===== src/rtl/counter_pkg.sv =====
package counter_pkg;
    typedef enum logic [1:0] {
        OP_HOLD = 2'd0,
        OP_STEP = 2'd1,
        OP_LOAD = 2'd2,
        OP_ZERO = 2'd3
    } cnt_op_e;
endpackage


===== src/rtl/cnt_op_sel.sv =====
module cnt_op_sel
    import counter_pkg::*;
(
    input  logic    clear_n,
    input  logic    preset_n,
    input  logic    en_count,
    input  logic    en_chain,
    output cnt_op_e op
);
    always_comb begin
        if (!clear_n)                  op = OP_ZERO;
        else if (!preset_n)            op = OP_LOAD;
        else if (en_count && en_chain) op = OP_STEP;
        else                           op = OP_HOLD;
    end
endmodule


===== src/rtl/cnt_toggle_net.sv =====
module cnt_toggle_net #(
    parameter int WIDTH = 4
) (
    input  logic [WIDTH-1:0] value,
    output logic [WIDTH-1:0] toggle,
    output logic             all_ones
);
    assign toggle[0] = 1'b1;
    for (genvar i = 1; i < WIDTH; i++) begin : g_chain
        assign toggle[i] = toggle[i-1] & value[i-1];
    end
    assign all_ones = toggle[WIDTH-1] & value[WIDTH-1];
endmodule


===== src/rtl/presettable_counter4.sv =====
module presettable_counter4
    import counter_pkg::*;
#(
    parameter int WIDTH = 4
) (
    input  logic             clk,
    input  logic             clear_n,
    input  logic             preset_n,
    input  logic [WIDTH-1:0] preset_val,
    input  logic             en_count,
    input  logic             en_chain,
    output logic [WIDTH-1:0] count,
    output logic             carry_out
);
    localparam logic [WIDTH-1:0] ONE = WIDTH'(1);

    typedef struct packed {
        logic [WIDTH-1:0] value;
    } cnt_state_t;

    cnt_state_t       st_d, st_q;
    cnt_op_e          op;
    logic [WIDTH-1:0] toggle;
    logic             all_ones;

    cnt_op_sel u_sel (
        .clear_n (clear_n),
        .preset_n(preset_n),
        .en_count(en_count),
        .en_chain(en_chain),
        .op      (op)
    );

    cnt_toggle_net #(.WIDTH(WIDTH)) u_tog (
        .value   (st_q.value),
        .toggle  (toggle),
        .all_ones(all_ones)
    );

    always_comb begin
        st_d = st_q;
        unique case (op)
            OP_ZERO: st_d.value = '0;
            OP_LOAD: st_d.value = preset_val;
            OP_STEP: st_d.value = st_q.value ^ toggle;
            default: st_d       = st_q;
        endcase
    end

    always_ff @(posedge clk) begin
        st_q <= st_d;
    end

    assign count     = st_q.value;
    assign carry_out = en_chain & all_ones;

    // Assertion arming: becomes true after the first edge.
    logic armed_q = 1'b0;
    always_ff @(posedge clk) armed_q <= 1'b1;

    assert_clear_zero_R1: assert property (@(posedge clk) disable iff (!armed_q)
        !clear_n |=> count == '0);
    assert_preset_load_R2: assert property (@(posedge clk) disable iff (!armed_q)
        (clear_n && !preset_n) |=> count == $past(preset_val));
    assert_step_R3: assert property (@(posedge clk) disable iff (!armed_q)
        (clear_n && preset_n && en_count && en_chain) |=> count == $past(count) + ONE);
    assert_hold_R4: assert property (@(posedge clk) disable iff (!armed_q)
        (clear_n && preset_n && !(en_count && en_chain)) |=> $stable(count));
    assert_carry_R5: assert property (@(posedge clk) disable iff (!armed_q)
        carry_out == (en_chain && count == {WIDTH{1'b1}}));
endmodule


===== config.mk =====
export PLATFORM = sky130hd
export DESIGN_NAME = presettable_counter4
export DESIGN_NICKNAME = d
export VERILOG_FILES = /design/src/rtl/counter_pkg.sv /design/src/rtl/cnt_op_sel.sv /design/src/rtl/cnt_toggle_net.sv /design/src/rtl/presettable_counter4.sv
export SDC_FILE = /design/constraint.sdc
export NUM_CORES = 1
export LEC_CHECK = 0
export ABC_AREA = 1
export BUFFER_PORTS_ARGS = -buffer_cell sky130_fd_sc_hd__buf_2
export CAP_MARGIN = 20
export CORE_AREA = 2 2 39 41
export DETAILED_ROUTE_END_ITERATION = 10
export DIE_AREA = 0 0 41 43
export GPL_ROUTABILITY_DRIVEN = 0
export PLACE_DENSITY = 0.61
export SETUP_SLACK_MARGIN = 0.05
export SYNTH_ARGS = -nofsm -noshare
export SYNTH_HDL_FRONTEND = slang
export SYNTH_HIERARCHICAL = 1
export SYNTH_SLANG_ARGS = --single-unit

===== constraint.sdc =====
create_clock -name clk -period 1.1 [get_ports clk]
set_input_delay 0.22 -clock clk [delete_from_list [all_inputs] [get_ports clk]]
set_output_delay 0.22 -clock clk [all_outputs]
set_load 0.1 [all_outputs]

==> results.toml <==
[clock_network]
insertion_delay_ns = 0.24
cts.path.max_buffers = 2
cts_tree = "done"
cts_buffers = 3
cts_hold_buf = 0
htreeDepth = 1
clock-sinks = 4
cts-root-buf = "clkbuf_4"
clk_pin_slew_worst_paths_ns = 0.04

[floorplanning]
die_x_um = 41
die_h_um = 43
die-area_mm2 = 0.00176
start_util_pct = 25.9
io_pins = 14
rows = 14
coreArea_mm2 = 0.00138

[critical_path]
r2r_end = "count[1]"
critPathArrivalTime_ns = 1.11
worstSetupPathType = "register to output pin"
crit_path_end_kind = "output pin"
start_kind = "register"
r2r_start = "count[0]"
rrSetupSlack_ns = -0.09
setup.worst_path.start = "count[0]"
rr_worst_depth = 6
critical_path_required_ns = 0.88
endpoint = "count[0]"
crit_path_max_fanout = 5

[logic_synthesis]
synth_simple_gate_area_share_pct = 28.3
muxShareOfSynthArea_pct = 0
synth_compound_gate_area_share_pct = 5.59
syn_nets = 65
yosysWarnings = 6
synthXorXnorAreaFrac_pct = 0
yosys.area_share.adder_pct = 10.5
synth_top_cell_by_area = "edfxtp_1"
ys_types = 10
synth_top_cell_area_share_pct = 33.6
syn-cell-area_um2 = 358
syn_area_per_cell_um2 = 6.75
synth.area.top_cells = "edfxtp_1 (34%), inv_1 (17%), nand2_1 (17%), ha_1 (10%), nand3_1 (7.0%)"
ys_seq_area_share_pct = 33.6
synth_top_family_by_area = "simple AND/OR/NAND/NOR gates"
syn_inst = 53
synth_seq_cells = 4

[detailed_routing]
post-route-drc-count = 0
num_vias = 373
wl_um = 785
wire_per_inst_um = 8.72
initialDrtViolationCount = 7
ant_nets = 0
viasPerCell = 4.14
drtPass1Iterations = 2

[sta]
period_needed_ns = 1.33
timing.final.hold_violations = 0
rsz0062_at_grt = "true"
max_freq_mhz = 750
worst_slack_ns = -0.234
setup_violations = 8
finClkSkew_ns = 0.000209
drv_slew = 0
finalCritPeriodShare_pct = 121

[final_layout]
drive_above_1_share_pct = 43.2
nets = 88
mostFrequentLayoutCells = "inv_1 (14), nand2_1 (14), buf_2 (8)"
area_delta_synth_final_pct = 69.6
largest_reg_flops = 4
diodes = 0
final_util_pct = 43.9

[place]
post-dp-hpwl_um = 605
portBuffers = 13

[global_routing]
overflow = 0
grt_antenna_before_repair = 0
grt_pass1_vias = 404
grt_max_degree = 6
grt_pass1_wl_mm = 1.39
track_usage_pct = 12.3

[power]
power_density_mw_per_mm2 = 1060
fin_total_pwr_uw = 646
p_leak_uw = 0.000309
ir_worst_vdd_uv = 475

[hold_path]
hold_class = "input pin to register"
worstHoldStart = "preset_val[3]"
holdPathStages = 3

[flow_run]
drv_cap = 0

[status]
status = "complete, but fails checks"
violations = "negative setup slack"
-- final cells by class --
cell class | count | area (µm²)
Clock buffer | 3 | 22.5
Multi-Input combinational cell | 31 | 180
Sequential cell | 4 | 120
Inverter | 16 | 63.8
Tap cell | 16 | 20.0
Timing Repair Buffer | 20 | 200
Fill cell | 144 | 777
-- routing by layer --
layer	global-route usage, %	wire length [µm]
met3	1.57	28
met2	20.9	433
met1	11.1	279
met4	12.0	42
met5	0	0
-- how the worst min path moves through the flow --
stage / end / slack (ns)
2_1_floorplan: count[0] / 0.48
3_3_place_gp: count[3] / 0.58
3_5_place_dp: count[3] / 0.58
4_1_cts: count[3] / 0.34
5_1_grt: count[3] / 0.36
6_report: count[3] / 0.34
-- where the power goes --
group          switching (µW)  internal, µW  total (µW)
Clock                    59.3           122         181
Sequential               8.18           184         192
Combinational             165           108         273
Total                     232           414         646
-- what timing repair did --
action                                  in CTS  in global routing
gates resized for setup                      1                  7
endpoints found under the hold margin        0                  0
pin swaps                                    0                  3
endpoints found under the setup margin       7                  9
setup buffers                                2                  2
-- critical path: stages (launching register included) --
cell and delay, ns:
edfxtp_1 0.40, buf_4 0.16, buf_4 0.15, buf_12 0.16
-- metrics by stage --
step	TNS, ns	cells	hold slack (ns)	area [µm²]	setup WS [ns]
CTS	-0.844	89	0.340	578	-0.262
global route	-1.24	90	0.361	607	-0.290
detailed placement	-0.924	85	0.579	544	-0.165
finish	-0.792	90	0.337	607	-0.234
floorplan	-3.29	53	0.480	362	-0.798
global placement	-0.561	85	0.576	544	-0.114
-- logic make-up after synthesis --
kind of cell             Yosys count
AND/OR/NAND/NOR                   23
buffers and inverters             18
AO/OA/AOI/OAI                      4
flip-flops                         4
adder cells (fa/ha/maj)            3
other                              1
-- synth_stat cells --
master    number
inv_1         16
nand2_1       16
nand3_1        5
a21oi_1        4
edfxtp_1       4
ha_1           3
buf_4          2
conb_1         1
nand3_2        1
nor2_2         1
Note: power is estimated with default switching activity, not from simulation.
